## src/rtl/npc_pkg.sv

```systemverilog
package npc_pkg;

   localparam int unsigned INSN_W = 16;
   localparam int unsigned OPC_W  = 4;

   localparam logic [OPC_W-1:0] OPC_BRANCH = 4'b0000;
   localparam logic [OPC_W-1:0] OPC_JUMP   = 4'b1100;
   localparam logic [OPC_W-1:0] OPC_SVC    = 4'b1111;

   typedef enum logic [1:0] {
      SRC_SEQ   = 2'd0,
      SRC_ADDER = 2'd1,
      SRC_REG   = 2'd2,
      SRC_BUS   = 2'd3
   } pc_src_e;

endpackage

```

## src/rtl/npc_cond.sv

```systemverilog
module npc_cond #(
   parameter int unsigned MASK_W = 3
) (
   input  logic [MASK_W-1:0] mask,
   input  logic [MASK_W-1:0] flags,
   output logic              take
);
   logic [MASK_W-1:0] hit;

   for (genvar i = 0; i < MASK_W; i++) begin : g_bit
      assign hit[i] = mask[i] & flags[i];
   end

   assign take = |hit;
endmodule

```

## src/rtl/npc_addr.sv

```systemverilog
module npc_addr #(
   parameter int unsigned ADDR_W = 16,
   parameter int unsigned OFF_W  = 9
) (
   input  logic [ADDR_W-1:0] base,
   input  logic [OFF_W-1:0]  disp,
   output logic [ADDR_W-1:0] target
);
   localparam int unsigned EXT_W = ADDR_W - OFF_W;

   logic [ADDR_W-1:0] disp_ext;

   if (EXT_W == 0) begin : g_noext
      assign disp_ext = disp;
   end else begin : g_sext
      assign disp_ext = {{EXT_W{disp[OFF_W-1]}}, disp};
   end

   assign target = base + disp_ext;
endmodule

```

## src/rtl/npc_decode.sv

```systemverilog
module npc_decode
   import npc_pkg::*;
#(
   parameter int unsigned MASK_W = 3
) (
   input  logic [INSN_W-1:0] insn,
   input  logic [MASK_W-1:0] flags,
   output pc_src_e           src
);
   localparam int unsigned MASK_LSB = 9;

   logic [OPC_W-1:0]  opc;
   logic [MASK_W-1:0] mask;
   logic              br_take;

   assign opc  = insn[INSN_W-1 -: OPC_W];
   assign mask = insn[MASK_LSB +: MASK_W];

   npc_cond #(.MASK_W(MASK_W)) u_cond (
      .mask  (mask),
      .flags (flags),
      .take  (br_take)
   );

   always_comb begin
      src = SRC_SEQ;
      unique case (opc)
         OPC_BRANCH: src = br_take ? SRC_ADDER : SRC_SEQ;
         OPC_JUMP:   src = SRC_REG;
         OPC_SVC:    src = SRC_BUS;
         default:    src = SRC_SEQ;
      endcase
   end
endmodule

```

## src/rtl/npc_sel.sv

```systemverilog
module npc_sel
   import npc_pkg::*;
#(
   parameter int unsigned ADDR_W = 16
) (
   input  pc_src_e           src,
   input  logic              fetch_en,
   input  logic              exec_en,
   input  logic [ADDR_W-1:0] pc_inc,
   input  logic [ADDR_W-1:0] adder,
   input  logic [ADDR_W-1:0] reg_val,
   input  logic [ADDR_W-1:0] bus_val,
   output logic              load,
   output logic              redir,
   output logic [ADDR_W-1:0] next_pc
);
   assign redir = exec_en && (src != SRC_SEQ);
   assign load  = redir || fetch_en;

   always_comb begin
      next_pc = pc_inc;
      if (redir) begin
         unique case (src)
            SRC_ADDER: next_pc = adder;
            SRC_REG:   next_pc = reg_val;
            SRC_BUS:   next_pc = bus_val;
            default:   next_pc = pc_inc;
         endcase
      end
   end
endmodule

```

## src/rtl/npc_unit.sv

```systemverilog
module npc_unit
   import npc_pkg::*;
#(
   parameter int unsigned ADDR_W   = 16,
   parameter int unsigned OFF_W    = 9,
   parameter int unsigned VEC_W    = 8,
   parameter int unsigned MASK_W   = 3,
   parameter logic [ADDR_W-1:0] RESET_PC = 16'h3000
) (
   input  logic              clk,
   input  logic              rst_n,
   input  logic              fetch_en,
   input  logic              exec_en,
   input  logic [15:0]       insn,
   input  logic [ADDR_W-1:0] jmp_base,
   input  logic [ADDR_W-1:0] bus_val,
   input  logic [MASK_W-1:0] cc_nzp,
   output logic [ADDR_W-1:0] pc,
   output logic [ADDR_W-1:0] trap_addr,
   output logic [2:0]        jmp_reg_idx,
   output logic              redirect
);
   localparam int unsigned VEC_PAD = ADDR_W - VEC_W;
   localparam int unsigned BASE_LSB = 6;

   if (OFF_W < 2 || OFF_W > 9) begin : g_bad_off
      $error("npc_unit: OFF_W must be 2..9");
   end
   if (MASK_W != 3) begin : g_bad_mask
      $error("npc_unit: MASK_W must be 3");
   end
   if (VEC_W < 1 || VEC_W > 8 || VEC_W > ADDR_W) begin : g_bad_vec
      $error("npc_unit: VEC_W must be 1..8 and not above ADDR_W");
   end
   if (ADDR_W < OFF_W) begin : g_bad_addr
      $error("npc_unit: ADDR_W must cover OFF_W");
   end

   pc_src_e           src;
   logic              load;
   logic [ADDR_W-1:0] pc_inc;
   logic [ADDR_W-1:0] br_target;
   logic [ADDR_W-1:0] next_pc;

   assign pc_inc = pc + ADDR_W'(1);

   npc_decode #(.MASK_W(MASK_W)) u_dec (
      .insn  (insn),
      .flags (cc_nzp),
      .src   (src)
   );

   npc_addr #(.ADDR_W(ADDR_W), .OFF_W(OFF_W)) u_addr (
      .base   (pc),
      .disp   (insn[OFF_W-1:0]),
      .target (br_target)
   );

   npc_sel #(.ADDR_W(ADDR_W)) u_sel (
      .src      (src),
      .fetch_en (fetch_en),
      .exec_en  (exec_en),
      .pc_inc   (pc_inc),
      .adder    (br_target),
      .reg_val  (jmp_base),
      .bus_val  (bus_val),
      .load     (load),
      .redir    (redirect),
      .next_pc  (next_pc)
   );

   always_ff @(posedge clk) begin
      if (!rst_n) begin
         pc <= RESET_PC;
      end else if (load) begin
         pc <= next_pc;
      end
   end

   if (VEC_PAD == 0) begin : g_vec_full
      assign trap_addr = insn[VEC_W-1:0];
   end else begin : g_vec_zext
      assign trap_addr = {{VEC_PAD{1'b0}}, insn[VEC_W-1:0]};
   end

   assign jmp_reg_idx = insn[BASE_LSB +: 3];
endmodule

```

## config.mk

```make
export PLATFORM = sky130hd
export DESIGN_NAME = npc_unit
export DESIGN_NICKNAME = d
export VERILOG_FILES = /design/src/rtl/npc_pkg.sv /design/src/rtl/npc_cond.sv /design/src/rtl/npc_addr.sv /design/src/rtl/npc_decode.sv /design/src/rtl/npc_sel.sv /design/src/rtl/npc_unit.sv
export SDC_FILE = /design/constraint.sdc
export NUM_CORES = 1
export LEC_CHECK = 0
export BUFFER_PORTS_ARGS = -buffer_cell sky130_fd_sc_hd__buf_2
export CORE_MARGIN = 2
export CORE_UTILIZATION = 40
export DETAILED_ROUTE_END_ITERATION = 8
export PLACE_DENSITY = 0.7
export SETUP_SLACK_MARGIN = 0.05
export SLEW_MARGIN = 10
export SYNTH_ARGS = -nofsm -noshare
export SYNTH_HDL_FRONTEND = slang
export SYNTH_HIERARCHICAL = 1
export SYNTH_SLANG_ARGS = --single-unit
```

## constraint.sdc

```tcl
create_clock -name clk -period 3.81 [get_ports clk]
set_input_delay 0.381 -clock clk [delete_from_list [all_inputs] [get_ports clk]]
set_output_delay 0.381 -clock clk [all_outputs]
set_load 0.01 [all_outputs]
```

# == Yosys cells after proc, flatten, opt, wreduce, memory -nomap -nowiden ==
# Cells that the tools add are included.
# classes
add_sub_neg,2
n_eq_ne,5
n_mux,4
n_bitwise,3
n_reduce_logical,5
# op_table
operator,count
$pmux 16 s3,1
$add 16x1->16 const B,1
$add 16x16->16,1
$mux 16,1
$eq 4x4->1 const B,2
$pmux 2 s3,1
$eq 2x2->1 const B,2
$logic_not 4->1,1
$and 1x1->1,3
$reduce_or 3->1,1
$eq 2x1->1 const B,1
$reduce_bool 2->1,1
$logic_and 1x1->1,1
$logic_or 1x1->1,1
$mux 1,1
# word_totals
regBits,16
in_bits,55
output_inout_bits,36
wordCells,20

# == Depth between registers and ports, before layout ==
# logic_depth
depth_word,7
mapped_depth,11
depth_no_buf,11

# == Hierarchy ==
# The synthesis kept the hierarchy.
# by_module_without_submodules
mod,instances,cells_per_inst,area_each_um2,seq_area_each_um2
npc_unit,1,112,1063.5,320.3
npc_addr,1,107,853.3,0.0
npc_sel,1,78,621.8,0.0
npc_decode,1,6,40.0,0.0
npc_cond,1,2,13.8,0.0

# == Worst setup path after synthesis ==
# Ideal clock, no wire load.
# synth_path
path_kind,reg-to-reg
startpoint,reg pc[0]
endpoint,reg pc[14]
setup_ns,0.065
t_arrival_ns,2.732
t_required_ns,3.745
slack_ns,1.012
path_stages_with_launch,12
path_buffers,0
period_less_slack_ns,2.798
cell_sequence,dfxtp_1 -> ha_1 -> fa_1 -> a21oi_4 -> o221ai_4 -> a31oi_4 -> or4b_1 -> o311ai_1 -> mux2i_1 -> a222oi_1 -> mux2i_1 -> nor2b_1
# synth_via
elab_chain_cells,3
elab_cells_between_ends,4
cone_classes,add/sub (2); mux (2)
# synth_lines
item,line,rtl
start: declaration,npc_unit.sv:18,"output logic [ADDR_W-1:0] pc,"
start signal: assignment,npc_unit.sv:76,pc <= next_pc;
$add 16x16->16,npc_addr.sv:19,assign target = base + disp_ext;
net br_target[14],npc_unit.sv:42,logic [ADDR_W-1:0] br_target;
$pmux 16 s3,npc_sel.sv:23,unique case (src)
$mux 16,npc_sel.sv:22,if (redir) begin
net next_pc[14],npc_unit.sv:43,logic [ADDR_W-1:0] next_pc;
# The timed path passes the listed nets, and every way through them passes these cells.
# A chain may end at the register's enable or synchronous reset.

# == Worst setup path in the final report ==
# Same ends and word-level chain as after synthesis.

==> impl_metrics.ini <==
[routing]
dr_total_vias = 2411
first_iter_violations = 287
drcViolationCount = 0
wl_um = 6790
routedWlPerCell_um = 15.4
antenna_left = 0
firstDrtPassIters = 8
vias_per_cell = 5.45

[final_layout]
layout.cells.most_common = buf_2
mostFrequentLayoutCells = 82 x buf_2, 33 x nor2b_1, 32 x mux2i_1
top_regs = pc x16
drive_gt1_share_pct = 29.3
n_antenna_cell = 0
top_register = pc
largest_reg_flops = 16
nFillCells = 648
areaGrowthSynthToFinish_pct = 12.5
fin_cells = 442
nets = 439

[setup_path]
r2r_cells = 11
cp_common_cell = mux2i_1
cp.required_ps = 4000
crit_end = pc[14]
crit_path_max_fanout = 7
worstPathArrival_ps = 3200
r2r-end = pc[14]
crit_chain = ha_1 > fa_1 > a21oi_4 > o221ai_4 > a31oi_4 > or4b_1 > o311ai_1 > mux2i_1 > a222oi_1 > mux2i_1 > nor2b_1
cpPeakStageDelay_ps = 450
rrSetupSlack_ps = 800
crit_path_end_kind = flop
path_class = reg -> reg
cp_slowest_cell = fa_1
r2r-start = pc[0]
startpoint_type = flop
startpoint = pc[0]

[global_route]
antenna_found_initial = 0
grt_overflow = 0
grt_util_met3_pct = 1.28
grt_use_total_pct = 18.8
first_global_vias = 2313
grt_util_met1_pct = 27.0
top_usage_layer = met2
grt_use_met2_pct = 30.9
grt_pass1_wl_um = 11200
grt_max_degree = 19

[pwr]
clockPowerShare_pct = 21.9
p_int_mw = 0.385
netSwitchingPower_mw = 0.246
ir_drop_v = 0.000117
p_leak_nw = 1.33
swShare_pct = 39.0
power_density_nw_per_um2 = 216
p_comb_share_pct = 46.8
power_frac_seq_pct = 31.3

[logic_synthesis]
synth_area_um2 = 2590
ys_warn_count = 6
synthCells = 305
async_flop_share_pct = 0
synth_top_area_share_pct = 12.4
synth_cell_type_count = 56
synth-seq-cells = 16
synth.avg_cell_area_um2 = 8.50
ys_seq_area_share_pct = 12.4
yosys-top-cells-area = dfxtp_1 12%, mux2i_1 12%, nor2b_1 8.0%
synth-edff-count = 0
ys.flop_type = dfxtp_1
synth_top_area_cell = dfxtp_1

[timing]
fmaxAchievable_ghz = 0.332
hold_slack_ps = 459
maxSlewViolCount = 0
rsz0062_at_grt = no
finalSetupViolCount = 0
worst_pin_slew_ps = 575
maxSlewHeadroom_pct = 61.6
fin_setup_tns_ps = 0
fin_crit_ps = 3010
finClkSkew_ps = 4.25
finalHoldViolCount = 0
post-route-period-util_pct = 79.0
fin_ws_ps = 801

[outcome]
status = completed

[clock_tree]
cts_resized = 0
cts_buffers = 3
root_buffer = clkbuf_8
ctsHoldBuffers = 0
tritoncts = done
path_clk_slew_ps = 80
cts.path.max_buffers = 2
clock_latency_ps = 250
htreeDepth = 1
clock-sinks = 16
post_cts_buffers = 0

[floorplan]
std_cell_rows = 29
chipWidth_um = 84.5
start_util_pct = 41.1
num_io_pins = 91
fp.coreArea_um2 = 6310
die-area_um2 = 7140
die_h_um = 84.5

[place]
placed_cells = 439
gp_congestion = 0.821
io_buffer_count = 82
dp_hpwl_um = 5200
dp_slack_ps = 777

[job]
maxCapViolations = 0

[worst_hold_path]
worst_hold_path_type = in -> reg
layout make-up:
cell class / count / area, um^2 / area share [%]
clock buffer: 3 / 41.3 / 1.42
inverter: 28 / 105 / 3.60
multi-input combinational: 233 / 1920 / 65.9
sequential: 16 / 320 / 11.0
tap: 77 / 96.3 / 3.30
timing repair buffer: 85 / 433 / 14.8
worst max-delay path, delay by kind of cell (launching register included):
kind                     cells  cell delay [ps]
multiplexers                 2              240
flip-flops                   1              390
AO/OA/AOI/OAI                5             1010
AND/OR/NAND/NOR              2              570
adder cells (fa/ha/maj)      2              740
power groups by stage:
stage | registers (mW) | logic [mW] | clock network, mW
detailed placement | 0.201 | 0.294 | 0
finish | 0.198 | 0.295 | 0.138
CTS | 0.197 | 0.295 | 0.143
global placement | 0.201 | 0.289 | 0
global route | 0.200 | 0.327 | 0.147
floorplan | 0.202 | 0.226 | 0
layer usage:
metal,part of all wire (%),wire length [um],vias to the layer above
li1,-,-,1210
met1,49,3300,1111
met2,45,3040,86
met3,5.9,399,4
met4,0.84,57,0
met5,0,0,-
Yosys cell counts, types with 4 or more instances:
master    number
o21ai_0        4
xor2_1        17
ha_1          16
a21oi_1        7
buf_4         20
nand3_1        6
nor4_2         4
a222oi_1      17
nand2_1       12
buf_2          4
buf_6          6
xnor2_1        9
dfxtp_1       16
nor3_1        10
mux2i_1       32
nor2_1         7
inv_1         28
nor2b_1       33
kinds of logic after synthesis:
group                      after synthesis  synth area share [%]
DFF                                     16                  12.4
buffers and inverters                   63                  15.0
muxes                                   32                  12.4
xor gates and xnor gates                26                  8.78
other                                    1                 0.145
adders and majority gates               17                  8.49
and+or+nand+nor                         95                  23.3
AOI/OAI and AO/OA                       55                  19.5
worst min path at each step:
stage | end | from | slack, ps | cells after the start
2_1_floorplan | pc[10] | rst_n | 510 | 1
3_3_place_gp | pc[15] | pc[15] | 570 | 2
3_5_place_dp | pc[15] | pc[15] | 580 | 2
4_1_cts | pc[12] | rst_n | 460 | 2
5_1_grt | pc[13] | rst_n | 470 | 2
6_report | pc[12] | rst_n | 460 | 2
stage by stage:
step / power [mW] / util, % / instance area (um^2)
4_1_cts: 0.635 / 46.2 / 2920
6_report: 0.631 / 46.2 / 2920
2_1_floorplan: 0.428 / - / 2620
3_5_place_dp: 0.495 / 45.5 / 2880
3_3_place_gp: 0.489 / 45.5 / 2880
5_1_grt: 0.675 / 46.2 / 2920
Note: power is estimated with default switching activity, not from simulation.
